==> src/rtl/pcsr_pkg.sv <==
package pcsr_pkg;
    localparam int DATA_W   = 32;
    localparam int LANES    = DATA_W / 8;
    localparam int OFF_W    = 9;
    localparam int FLAG_BIT = 16;

    typedef struct packed {
        logic rd_hit;   // read at this register
        logic clr_rd;   // read with side effects (lower half covered, not debug)
        logic w1c;      // privileged write-one to the flag bit
    } pcsr_acc_t;
endpackage

==> src/rtl/pcsr_access_decode.sv <==
module pcsr_access_decode
    import pcsr_pkg::*;
#(
    parameter int          ADDR_W   = 8,
    parameter logic [7:0]  REG_ADDR = 8'h20
) (
    input  logic              bus_rd,
    input  logic              bus_wr,
    input  logic [ADDR_W-1:0] bus_addr,
    input  logic [LANES-1:0]  bus_rd_be,
    input  logic [DATA_W-1:0] bus_wdata,
    input  logic              dbg_mode,
    input  logic              priv_mode,
    output pcsr_acc_t         acc
);
    localparam logic [ADDR_W-1:0] MATCH = ADDR_W'(REG_ADDR);

    logic hit;
    logic lower_half;

    always_comb begin
        hit        = (bus_addr == MATCH);
        lower_half = bus_rd_be[0] && bus_rd_be[1];
        acc.rd_hit = bus_rd && hit;
        acc.clr_rd = bus_rd && hit && lower_half && !dbg_mode;
        acc.w1c    = bus_wr && hit && priv_mode && bus_wdata[FLAG_BIT];
    end
endmodule

==> src/rtl/pcsr_fault_flag.sv <==
module pcsr_fault_flag
    import pcsr_pkg::*;
(
    input  logic      clk,
    input  logic      rst_n,
    input  logic      err_pulse,
    input  logic      chk_en,
    input  logic      dbg_mode,
    input  pcsr_acc_t acc,
    output logic      flag_q
);
    typedef struct packed {
        logic flag;
    } flag_st_t;

    flag_st_t st_d, st_q;

    always_comb begin
        st_d = st_q;
        if (err_pulse && chk_en) begin
            st_d.flag = 1'b1;
        end else if (acc.clr_rd || acc.w1c) begin
            st_d.flag = 1'b0;
        end
    end

    always_ff @(posedge clk) begin
        if (!rst_n) begin
            st_q <= '0;
        end else begin
            st_q <= st_d;
        end
    end

    assign flag_q = st_q.flag;

    AST_FLAG_RISE_NEEDS_EN: assert property (@(posedge clk) disable iff (!rst_n)
        $rose(flag_q) |-> $past(err_pulse && chk_en));
    AST_FLAG_FALL_CAUSE: assert property (@(posedge clk) disable iff (!rst_n)
        $fell(flag_q) |-> $past(acc.clr_rd || acc.w1c));
    AST_DBG_KEEPS_FLAG: assert property (@(posedge clk) disable iff (!rst_n)
        (flag_q && dbg_mode && !acc.w1c) |=> flag_q);
endmodule

==> src/rtl/pcsr_offset_capture.sv <==
module pcsr_offset_capture
    import pcsr_pkg::*;
(
    input  logic             clk,
    input  logic             rst_n,
    input  logic             err_pulse,
    input  logic [OFF_W-1:0] err_offset,
    input  logic             chk_en,
    input  pcsr_acc_t        acc,
    output logic [OFF_W-1:0] offset_q
);
    typedef struct packed {
        logic             frozen;
        logic [OFF_W-1:0] offset;
    } cap_st_t;

    cap_st_t st_d;
    logic    frozen_q;
    logic    capture;

    always_comb begin
        capture       = err_pulse && chk_en && (!frozen_q || acc.clr_rd);
        st_d.frozen   = frozen_q;
        st_d.offset   = offset_q;
        if (capture) begin
            st_d.frozen = 1'b1;
            st_d.offset = err_offset;
        end else if (acc.clr_rd) begin
            st_d.frozen = 1'b0;
        end
    end

    // Frozen state follows the block reset.
    always_ff @(posedge clk) begin
        if (!rst_n) begin
            frozen_q <= 1'b0;
        end else begin
            frozen_q <= st_d.frozen;
        end
    end

    // Offset storage has no reset at all.
    always_ff @(posedge clk) begin
        offset_q <= st_d.offset;
    end

    AST_OFFSET_HELD: assert property (@(posedge clk) disable iff (!rst_n)
        (frozen_q && !acc.clr_rd) |=> $stable(offset_q));
    AST_CAPTURE_FREEZES: assert property (@(posedge clk) disable iff (!rst_n)
        (err_pulse && chk_en && !frozen_q) |=> (offset_q == $past(err_offset)));
endmodule

==> src/rtl/pcsr_status_reg.sv <==
module pcsr_status_reg
    import pcsr_pkg::*;
#(
    parameter int         ADDR_W   = 8,
    parameter logic [7:0] REG_ADDR = 8'h20
) (
    input  logic              clk,
    input  logic              rst_n,
    input  logic              err_pulse,
    input  logic [8:0]        err_offset,
    input  logic              chk_en,
    input  logic              dbg_mode,
    input  logic              priv_mode,
    input  logic [ADDR_W-1:0] bus_addr,
    input  logic              bus_rd,
    input  logic              bus_wr,
    input  logic [3:0]        bus_rd_be,
    input  logic [31:0]       bus_wdata,
    output logic [31:0]       bus_rdata
);
    localparam logic [DATA_W-1:0] LIVE_MASK =
        (DATA_W'(1) << FLAG_BIT) | ((DATA_W'(1) << OFF_W) - DATA_W'(1));

    pcsr_acc_t         acc;
    logic              flag_q;
    logic [OFF_W-1:0]  offset_q;
    logic [DATA_W-1:0] word;
    logic [DATA_W-1:0] lane_mask;
    logic [DATA_W-1:0] rdata_d, rdata_q;

    pcsr_access_decode #(.ADDR_W(ADDR_W), .REG_ADDR(REG_ADDR)) u_dec (
        .bus_rd    (bus_rd),
        .bus_wr    (bus_wr),
        .bus_addr  (bus_addr),
        .bus_rd_be (bus_rd_be),
        .bus_wdata (bus_wdata),
        .dbg_mode  (dbg_mode),
        .priv_mode (priv_mode),
        .acc       (acc)
    );

    pcsr_fault_flag u_flag (
        .clk       (clk),
        .rst_n     (rst_n),
        .err_pulse (err_pulse),
        .chk_en    (chk_en),
        .dbg_mode  (dbg_mode),
        .acc       (acc),
        .flag_q    (flag_q)
    );

    pcsr_offset_capture u_cap (
        .clk        (clk),
        .rst_n      (rst_n),
        .err_pulse  (err_pulse),
        .err_offset (err_offset),
        .chk_en     (chk_en),
        .acc        (acc),
        .offset_q   (offset_q)
    );

    for (genvar l = 0; l < LANES; l++) begin : g_lane
        assign lane_mask[l*8 +: 8] = {8{bus_rd_be[l]}};
    end

    always_comb begin
        word                 = '0;
        word[FLAG_BIT]       = flag_q;
        word[OFF_W-1:0]      = offset_q;
        rdata_d              = rdata_q;
        if (acc.rd_hit) begin
            rdata_d = word & lane_mask;
        end else if (bus_rd) begin
            rdata_d = '0;
        end
    end

    always_ff @(posedge clk) begin
        if (!rst_n) begin
            rdata_q <= '0;
        end else begin
            rdata_q <= rdata_d;
        end
    end

    assign bus_rdata = rdata_q;

    always_comb begin
        if (rst_n) begin
            AST_RESERVED_ZERO: assert ((rdata_q & ~LIVE_MASK) == '0);
        end
    end
endmodule

==> config.mk <==
export PLATFORM = sky130hd
export DESIGN_NAME = pcsr_status_reg
export DESIGN_NICKNAME = d
export VERILOG_FILES = /design/src/rtl/pcsr_pkg.sv /design/src/rtl/pcsr_access_decode.sv /design/src/rtl/pcsr_fault_flag.sv /design/src/rtl/pcsr_offset_capture.sv /design/src/rtl/pcsr_status_reg.sv
export SDC_FILE = /design/constraint.sdc
export NUM_CORES = 1
export LEC_CHECK = 0
export ABC_AREA = 1
export BUFFER_PORTS_ARGS = -buffer_cell sky130_fd_sc_hd__buf_2
export CORE_MARGIN = 4
export CORE_UTILIZATION = 38
export DETAILED_ROUTE_END_ITERATION = 16
export PLACE_DENSITY = 0.89
export SLEW_MARGIN = 5
export SYNTH_ARGS = -nofsm -noshare
export SYNTH_HDL_FRONTEND = slang
export SYNTH_SLANG_ARGS = --single-unit
==> constraint.sdc <==
create_clock -name clk -period 4.8 [get_ports clk]
set_input_delay 0.96 -clock clk [delete_from_list [all_inputs] [get_ports clk]]
set_output_delay 0.96 -clock clk [all_outputs]
set_load 0.03 [all_outputs]
Word level (Yosys, flattened, before mapping):

Index checks and enable logic that the tools add are counted.

* register bits after elaboration: 43
* latch bits: 0
* bits in writable memories: 0
* ROM bits: 0
* output and inout port bits: 32
* logic and storage cells: 28
* memories: 0

* $add $sub $neg: 0
* multiply operators: 0
* div/mod/pow operators: 0
* magnitude comparators: 0
* equality and inequality tests: 1
* shift operators: 0
* muxes and demuxes: 6
* bitwise logic cells: 1
* reduce and logical (&&, ||, !) cells: 16

Operators by type and width (number)
* two-way mux 32 bit: 2
* bitwise AND 17 x 32 -> 32 bit: 1
* logical AND 1 bit: 9
* equality test 8 x 6 -> 1 bit, second input constant: 1
* nonzero test 2 bit: 3
* two-way mux 1 bit: 4
* zero test 1 bit: 2
* logical OR 1 bit: 2

Depth between registers and ports, before layout:

Gate-level depths: netlist of run 1.

* word-level depth: 7
* mapped depth: 8
* mapped depth without buffers: 8

Cells and area by module:

A second synthesis of run 1 with hierarchy kept.

* cell total of the unflattened synthesis: 110
* area, all modules: 1013.5 µm²

Modules (own cells, without submodules)
* pcsr_status_reg: times used 1, cells each 67, area an instance 544.3 µm², sequential area each 200.2 µm²
* pcsr_offset_capture: times used 1, cells each 16, area an instance 321.6 µm², sequential area each 290.3 µm²
* pcsr_access_decode: times used 1, cells each 20, area an instance 93.8 µm², sequential area each 0.0 µm²
* pcsr_fault_flag: times used 1, cells each 7, area an instance 53.8 µm², sequential area each 20.0 µm²

Worst setup path before layout of run 1:

Ideal clock, no wire load.

* kind: input port to flip-flop
* start: input bus_addr[3]
* end: register u_cap.offset_q[0] (enable)
* setup time: 378 ps
* data arrival time: 1895 ps
* path slack: 2527 ps
* stages: 5
* buffers on the path: 0
* path through: nor2_1 > nand2_1 > nor2_4 > nand3_1 > a21oi_1

* cells in the longest elaborated chain, start to end: 6

RTL lines
* start, declared: line pcsr_status_reg.sv:14 `input logic [ADDR_W-1:0] bus_addr,`
* equality test 8 x 6 -> 1 bit: line pcsr_access_decode.sv:22 `hit = (bus_addr == MATCH);`
* logical AND 1 bit (3 in a row): line pcsr_access_decode.sv:25 `acc.clr_rd = bus_rd && hit && lower_half && !dbg_mode;`
* logical OR 1 bit: line pcsr_offset_capture.sv:22 `capture = err_pulse && chk_en && (!frozen_q || acc.clr_rd);`
* logical AND 1 bit: line pcsr_offset_capture.sv:22
* named net u_cap.capture: line pcsr_offset_capture.sv:19 `logic capture;`
* end signal, assigned: line pcsr_offset_capture.sv:44 `offset_q <= st_d.offset;`
* end, declared: line pcsr_offset_capture.sv:10 `output logic [OFF_W-1:0] offset_q`

The timed path passes the listed nets, and every way through them passes these cells.
A chain may end at the register's enable or synchronous reset.

Worst setup path after layout of run 1:

Ends and elaborated chain as after synthesis.

==> results.cfg, run 1 <==
[outcome]
status = complete, no violations

[final_layout]
utilization_pct = 48.20
layout-drive-gt1-share_pct = 32.14
areaGrowthSynthToFinish_pct = 17.22
insertedDiodeCount = 0
final_cells = 168
design_area_mm2 = 0.001107
nNetsFinal = 202

[timing]
min_period_ps = 2215
setup_viol = 0
setup_tns_ps = 0
rsz0062_at_grt = no
hold_viol = 0
min_period_over_period_pct = 46.15
layout_setup_ws_ps = 2585
relSlewSlack_pct = 47.38
worstMarginPinSlew_ps = 789.3
fmax_mhz = 451.5
hold_slack_ps = 469.7
clock_skew_ps = 8.119
drv_slew = 0

[synthesis]
synth_warnings = 0
ys_seq_elements = 21
avgSynthCellArea_um2 = 9.447
syn-instance-count = 100
synthDistinctLibCells = 15
syn-cell-area_um2 = 944.7
seq_area_frac_synth_pct = 54.04

[grt]
grt_pass1_wl_um = 2490
track_usage_pct = 9.718
grt_overflow_total = 0
grt_pass1_vias = 627
grt_antenna_before_repair = 0
grt_max_degree = 13

[placed_design]
dp_slack_ps = 2249
place_area_mm2 = 0.001080
dp_cells = 164
place_congestion = 0.6907
port_buffers = 38
dpl.hpwl_um = 1328

[clock_network]
cts.path.max_buffers = 2
htreeDepth = 1
cts_tree = done
post-cts-setup-buffers = 0
clkSinkCount = 21
clock_latency_ps = 300
clk_pin_slew_ps = 110
cts_inserted_buffers = 3
cts_hold_buf = 0
root_buffer = clkbuf_4
cts_resized = 0

[setup_path]
reg2reg_to = u_cap.offset_q[0]$_DFFE_PP_
end_kind = flip-flop
critical_path_buf_inv_count = 1
slowest_stage = a21oi_1
path_cells = buf_2 > nor2_1 > nand2_1 > nor2_4 > nand3_1 > a21oi_1
cp.required_ps = 4740
critPathMaxStageDelay_ps = 640
arrival_ps = 2150
critPathLaunchType = primary input
reg2reg_slack_ps = 3480
crit_family = compound AO/OA/AOI/OAI gates
path_max_fanout = 9
r2r_start = u_cap.frozen_q$_SDFFE_PN0P_
crit_type = primary input to flip-flop
r2r_cells = 1

[hold_path]
whs_path_depth = 2
min_path_type = flip-flop to flip-flop
hold_end = bus_rdata[4]$_SDFFE_PN0P_
min_from = bus_rdata[4]$_SDFFE_PN0P_

[floorplanning]
die_area_mm2 = 0.003348
fp.dieW_um = 57.86
start_util_pct = 41.12
num_io_pins = 93
core_area_mm2 = 0.002297
dieHeight_um = 57.86
row_count = 17

[routing]
first_iter_violations = 3
via_per_inst = 4.101
wl_per_cell_um = 9.357
dr.pass1.iters = 3
drc = 0
vias = 689
antenna_left = 0
routed_wl_um = 1572

[job]
max-cap-violations = 0

[power_and_ir_drop]
power_density_mw_per_mm2 = 286.0
total_power_mw = 0.3167
vdd_drop_max_uv = 179.7
leakage_nw = 0.5319
-- worst max path at each step --
stage                     cells after the start  slack (ps)                     endpoint   startpoint
final                                         6        2580  u_cap.offset_q[0]$_DFFE_PP_  bus_addr[3]
after global routing                          6        2420  u_cap.offset_q[6]$_DFFE_PP_  bus_addr[3]
after CTS                                     6        2580  u_cap.offset_q[6]$_DFFE_PP_  bus_addr[3]
after detailed placement                      6        2250  u_cap.offset_q[5]$_DFFE_PP_  bus_addr[3]
after global placement                        6        2260  u_cap.offset_q[5]$_DFFE_PP_  bus_addr[3]
after floorplan                               5        2530  u_cap.offset_q[0]$_DFFE_PP_  bus_addr[3]
-- synthesized netlist by cell type --
master	instances	area (µm²)
nor2_8	1	20.02
nor2_1	5	18.77
nand3_1	4	20.02
clkinv_1	2	7.510
conb_1	1	3.750
a21oi_1	13	65.06
clkbuf_1	1	3.750
dfxtp_1	12	240.2
edfxtp_1	9	270.3
nand2_4	1	11.26
and3_1	1	6.260
nor2_4	1	11.26
buf_4	22	165.2
nand2_1	24	90.09
inv_1	3	11.26
-- area by class of cell --
cell class	count	area, µm²
repair buffers	38	190.2
well taps	28	35.03
clock buffers	3	22.52
clock inverters	1	5.005
flip-flops and latches	21	510.5
fillers	212	1190
multi-input cells	72	325.3
inverters	5	18.77
-- cell usage in the layout, fill, tap and decap left out --
cell	netlist	routed
nand2_1	24	24
clkbuf_4	0	3
dfxtp_1	12	12
clkinv_2	0	1
conb_1	1	22
buf_2	0	38
edfxtp_1	9	9
nor2_4	1	1
and3_1	1	1
inv_1	3	3
nor2_1	5	5
nand3_1	4	4
clkinv_1	2	2
a21oi_1	13	13
nor2_8	1	1
nand2_4	1	1
-- logic make-up (layout without fill, tap and decap cells) --
logic type	Yosys count	in the layout	synth area share [%]
compound gates	13	13	6.887
buf+inv	28	47	19.87
flops	21	21	54.04
other cells	1	22	0.3970
simple gates	37	37	18.81
-- registers in the layout, indices dropped and copies added (netlist names) --
name,cells
bus_rdata,10
u_cap.frozen_q,1
u_flag.flag_q,1
u_cap.offset_q,9
-- where the power goes --
group | total, mW | switching [mW] | internal, mW
Sequential | 0.192 | 0.00131 | 0.191
Combinational | 0.0431 | 0.0331 | 0.0100
Clock | 0.0812 | 0.0501 | 0.0311
-- metal layers --
metal | vias up | GRT usage [%] | wire [µm]
met2 | 39 | 18.39 | 813
met4 | 0 | 5.960 | 31
met1 | 288 | 9.354 | 541
met5 | - | 0 | 0
li1 | 358 | - | -
met3 | 4 | 2.227 | 185
No activity file was read; power rests on OpenSTA's default activity.
==> run 2: changes to the inputs <==
CORE_UTILIZATION = 35   (was 38)
PLACE_DENSITY = 0.83   (was 0.89)
clock period = 2.1 ns   (was 4.8 ns; I/O delays follow)
==> run 2 against run 1 <==
Effect of this change:
- sequential power increased by 130%
- final cell count increased by 1.8%
- design area increased by 0.90%
- non-clock buffer count increased by 1
- combinational power increased by 130%
- clock power increased by 120%
- critical path depth increased by 1
- largest power group unchanged
==> results.cfg, run 2 (synthesis gave the netlist of run 1 again) <==
[outcome]
status = complete, no violations

[clock_network]
root_buffer = clkbuf_4
cts_hold_buf = 0
clk_pin_slew_ps = 110
cts_inserted_buffers = 3
post-cts-setup-buffers = 0
clock_latency_ps = 290
cts.path.max_buffers = 2
cts_resized = 0
htreeDepth = 1
clkSinkCount = 21
cts_tree = done

[routing]
antenna_left = 0
routed_wl_um = 1599
first_iter_violations = 7
vias = 685
dr.pass1.iters = 2
wl_per_cell_um = 9.351
via_per_inst = 4.006
drc = 0

[setup_path]
r2r_cells = 2
end_kind = flip-flop
reg2reg_slack_ps = 1180
arrival_ps = 1330
path_max_fanout = 9
cp.required_ps = 2110
r2r_start = u_cap.frozen_q$_SDFFE_PN0P_
reg2reg_to = u_cap.offset_q[4]$_DFFE_PP_
critPathLaunchType = primary input
crit_type = primary input to flip-flop

[power_and_ir_drop]
swShare_pct = 26.09
p_clk_share_pct = 25.0
switchingPower_mw = 0.1877
leakage_nw = 0.5371
pwr-share-comb_pct = 13.9
pwr-share-seq_pct = 61.1
total_power_mw = 0.7193
vdd_drop_max_uv = 585.0
power_density_mw_per_mm2 = 643.8
power.internal_mw = 0.5316

[timing]
min_period_ps = 1319
setup_viol = 0
drv_slew = 0
rsz0062_at_grt = no
hold_viol = 0
clock_skew_ps = 0.7210
setup_tns_ps = 0
min_period_over_period_pct = 62.79
fmax_mhz = 758.4
hold_slack_ps = 298.8

[grt]
track_usage_pct = 9.656
grt_overflow_total = 0
grt_max_degree = 13
grt_pass1_wl_um = 2649
grt_antenna_before_repair = 0
grt_pass1_vias = 630

[hold_path]
whs_path_depth = 1
hold_end = u_cap.offset_q[5]$_DFFE_PP_
min_from = err_offset[5]
min_path_type = primary input to flip-flop

[final_layout]
fillers = 272
nNetsFinal = 203
largest_register_ffs = 10
mostFrequentLayoutCells = buf_2, nand2_1, conb_1
final_cells = 171
areaGrowthSynthToFinish_pct = 18.28
design_area_mm2 = 0.001117
layout_commonest_cell = buf_2
layout-drive-gt1-share_pct = 32.62
insertedDiodeCount = 0

[floorplanning]
start_util_pct = 37.45
core_area_mm2 = 0.002522
fp.dieW_um = 59.95
row_count = 18
num_io_pins = 93
dieHeight_um = 59.95
die_area_mm2 = 0.003594

[placed_design]
dpl.hpwl_um = 1377
port_buffers = 38
place_congestion = 0.6680
place_area_mm2 = 0.001090
dp_cells = 167

[job]
max-cap-violations = 0
## run 2: cell types whose count changed in the layout (fill, tap and decap cells not counted), sizes merged
cell / change
buf: +1
## run 2: stage by stage
step	utilization [%]	setup WS, ps
finish	44.30	781.4
detailed placement	43.20	442.2
global placement	43.20	484.8
global route	44.30	702.0
CTS	44.30	754.9
floorplan	-	366.9
## run 2: critical path: stages
cell,delay [ps]
buf_2,90
nor2_1,90
nand2_1,90
nor2_4,170
nand3_1,140
a21oi_1,150
buf_4,180
## run 2: area by class of cell
type                       count  area (µm²)  area share [%]
sequential                    21       510.5           45.69
multi-input combinational     72       325.3           29.12
timing repair buffer          39       197.7           17.69
tap                           30       37.54           3.359
clock buffer                   3       22.52           2.016
inverter                       5       18.77           1.680
clock inverter                 1       5.005          0.4479
## run 2: worst max path at each step
stage,cells after the start,from,endpoint,slack [ps]
3_5_place_dp,7,bus_addr[3],u_cap.offset_q[4]$_DFFE_PP_,440
3_3_place_gp,7,bus_addr[3],u_cap.offset_q[2]$_DFFE_PP_,480
4_1_cts,7,bus_addr[3],u_cap.offset_q[4]$_DFFE_PP_,750
6_report,7,bus_addr[3],u_cap.offset_q[4]$_DFFE_PP_,780
2_1_floorplan,5,bus_addr[3],u_cap.offset_q[0]$_DFFE_PP_,370
5_1_grt,7,bus_addr[7],u_cap.offset_q[4]$_DFFE_PP_,700
## run 2: power groups by stage
stage | logic (mW) | clock network [mW] | registers [mW]
final | 0.0997 | 0.180 | 0.440
after global routing | 0.110 | 0.212 | 0.441
after CTS | 0.0992 | 0.185 | 0.440
after detailed placement | 0.0989 | 0 | 0.449
after global placement | 0.0974 | 0 | 0.449
after floorplan | 0.100 | 0 | 0.449
## run 2: metal layers
| metal | global-route usage [%] | up-vias | wire, µm |
|---|---|---|---|
| met2 | 19.14 | 34 | 876 |
| met5 | 0 | - | 0 |
| met4 | 1.899 | 0 | 0 |
| met1 | 10.17 | 294 | 551 |
| met3 | 2.160 | 0 | 172 |
| li1 | - | 357 | - |
==> run 3: changes to the inputs <==
ABC_AREA = 0   (was 1)
CORE_UTILIZATION = 37   (was 35)
PLACE_DENSITY = 0.84   (was 0.83)
clock period = 1.3 ns   (was 2.1 ns; I/O delays follow)
==> run 3 against run 2 <==
Effect of this change:
- sequential cell count unchanged
- setup slack got worse by 630 ps
- utilization increased by 0.83 points
- sequential power increased by 62%
==> results.cfg, run 3 <==
[floorplanning]
row_count = 19
start_util_pct = 38.44
core_area_mm2 = 0.002734
num_io_pins = 93
dieHeight_um = 61.30
die_area_mm2 = 0.003757
fp.dieW_um = 61.30

[synthesis]
synth_warnings = 0
synthFlopType = dfxtp_1
synth_edf_count = 9
yosys.area.top_type = edfxtp_1
synthTopCellsByCount = buf_4, dfxtp_1, nand2b_1
seq_area_frac_synth_pct = 48.57
ys_seq_elements = 21
synthArstFlopShare_pct = 0
yosys.cell_count.top_type = buf_4
synthDistinctLibCells = 22
synthDominantCellAreaShare_pct = 25.71
syn-cell-area_mm2 = 0.001051
avgSynthCellArea_um2 = 11.06
syn-instance-count = 95
synth_area_leaders = edfxtp_1, dfxtp_1, buf_4

[clock_network]
root_buffer = clkbuf_4
cts.path.max_buffers = 2
clock_latency_ps = 310
post-cts-setup-buffers = 0
cts_resized = 0
cts_hold_buf = 0
clkSinkCount = 21
cts_tree = done
htreeDepth = 1
cts_inserted_buffers = 3
clk_pin_slew_ps = 110

[timing]
hold_viol = 0
min_period_over_period_pct = 88.52
setup_tns_ps = 0
drv_slew = 0
fmax_mhz = 869.0
rsz0062_at_grt = no
setup_viol = 0
min_period_ps = 1151
clock_skew_ps = 6.892

[routing]
wl_per_cell_um = 11.33
via_per_inst = 4.602
antenna_left = 0
first_iter_violations = 18
dr.pass1.iters = 4
vias = 764
drc = 0
routed_wl_um = 1881

[setup_path]
critical_path_buf_inv_count = 1
cp.required_ps = 1040
crit_type = flip-flop to primary output
path_max_fanout = 2
end_kind = primary output
slowest_stage = dfxtp_1
arrival_ps = 890
path_cells = buf_2
critPathLaunchType = flip-flop
crit_family = flip-flops
critPathMaxStageDelay_ps = 370

[final_layout]
areaGrowthSynthToFinish_pct = 17.38
final_cells = 166
mostFrequentLayoutCells = buf_2, conb_1, dfxtp_1
layout_commonest_cell = buf_2
largest_register_ffs = 10
nNetsFinal = 197
insertedDiodeCount = 0
layout-drive-gt1-share_pct = 38.52

[placed_design]
dpl.hpwl_um = 1564
port_buffers = 38
dp_cells = 162
place_congestion = 0.7707

[outcome]
status = complete, no violations

[grt]
track_usage_pct = 10.37
grt_pass1_wl_um = 2849
grt_pass1_vias = 677
grt_antenna_before_repair = 0
grt_overflow_total = 0
grt_max_degree = 14

[hold_path]
min_path_type = primary input to flip-flop

[power_and_ir_drop]
leakage_nw = 0.5439
power_density_mw_per_mm2 = 985.1
vdd_drop_max_uv = 1142

[job]
max-cap-violations = 0
==> run 3: routing by layer <==
| metal | routed length, µm | GRT usage, % | vias up |
|---|---|---|---|
| li1 | - | - | 371 |
| met1 | 638 | 10.49 | 335 |
| met2 | 956 | 18.88 | 54 |
| met3 | 239 | 2.725 | 4 |
| met4 | 46 | 6.192 | 0 |
| met5 | 0 | 0 | - |
==> run 3: cells by family (layout without fill, tap and decap cells) <==
kind of cell,count (synthesis),count (layout),share of synthesized area (%)
and+or+nand+nor,30,30,20.83
DFF,21,21,48.57
buffers and inverters,27,46,19.64
AOI/OAI and AO/OA,16,16,10.59
other,1,22,0.3568
==> run 3: where the power goes <==
group / switching (mW) / leakage, nW / total (mW) / internal, mW
Combinational: 0.132 / 0.345 / 0.189 / 0.0564
Sequential: 0.00660 / 0.181 / 0.712 / 0.706
Clock: 0.199 / 0.0177 / 0.314 / 0.115
==> run 3: path summary, 6_finish.rpt <==
kind	slack, ps	cells after the start	start	to
min	110	1	err_offset[0]	u_cap.offset_q[0]$_DFFE_PP_
max	150	1	bus_rdata[5]$_SDFFE_PN0P_	bus_rdata[5]
max reg2reg	320	1	u_cap.frozen_q$_SDFFE_PN0P_	u_cap.offset_q[6]$_DFFE_PP_
min reg2reg	470	2	bus_rdata[4]$_SDFFE_PN0P_	bus_rdata[4]$_SDFFE_PN0P_
==> run 3: cell type report <==
type                            instances  area [µm²]
Fill cell                             247        1500
Multi-Input combinational cell         68       436.7
Tap cell                               31       38.79
Sequential cell                        21       510.5
Timing Repair Buffer                   42       220.2
Clock buffer                            3       22.52
Clock inverter                          1       5.005
==> run 3: per-stage QoR <==
step	total power [mW]	cell area (µm²)	worst slack (ps)	utilization (%)	hold WS, ps
floorplan	0.9100	1154	-74.91	-	358.9
global placement	0.9090	1206	-139.1	44.12	436.1
detailed placement	0.9142	1206	-190.2	44.12	438.1
CTS	1.216	1234	148.6	45.13	114.2
global route	1.258	1234	105.9	45.13	101.9
finish	1.215	1234	149.2	45.13	113.8
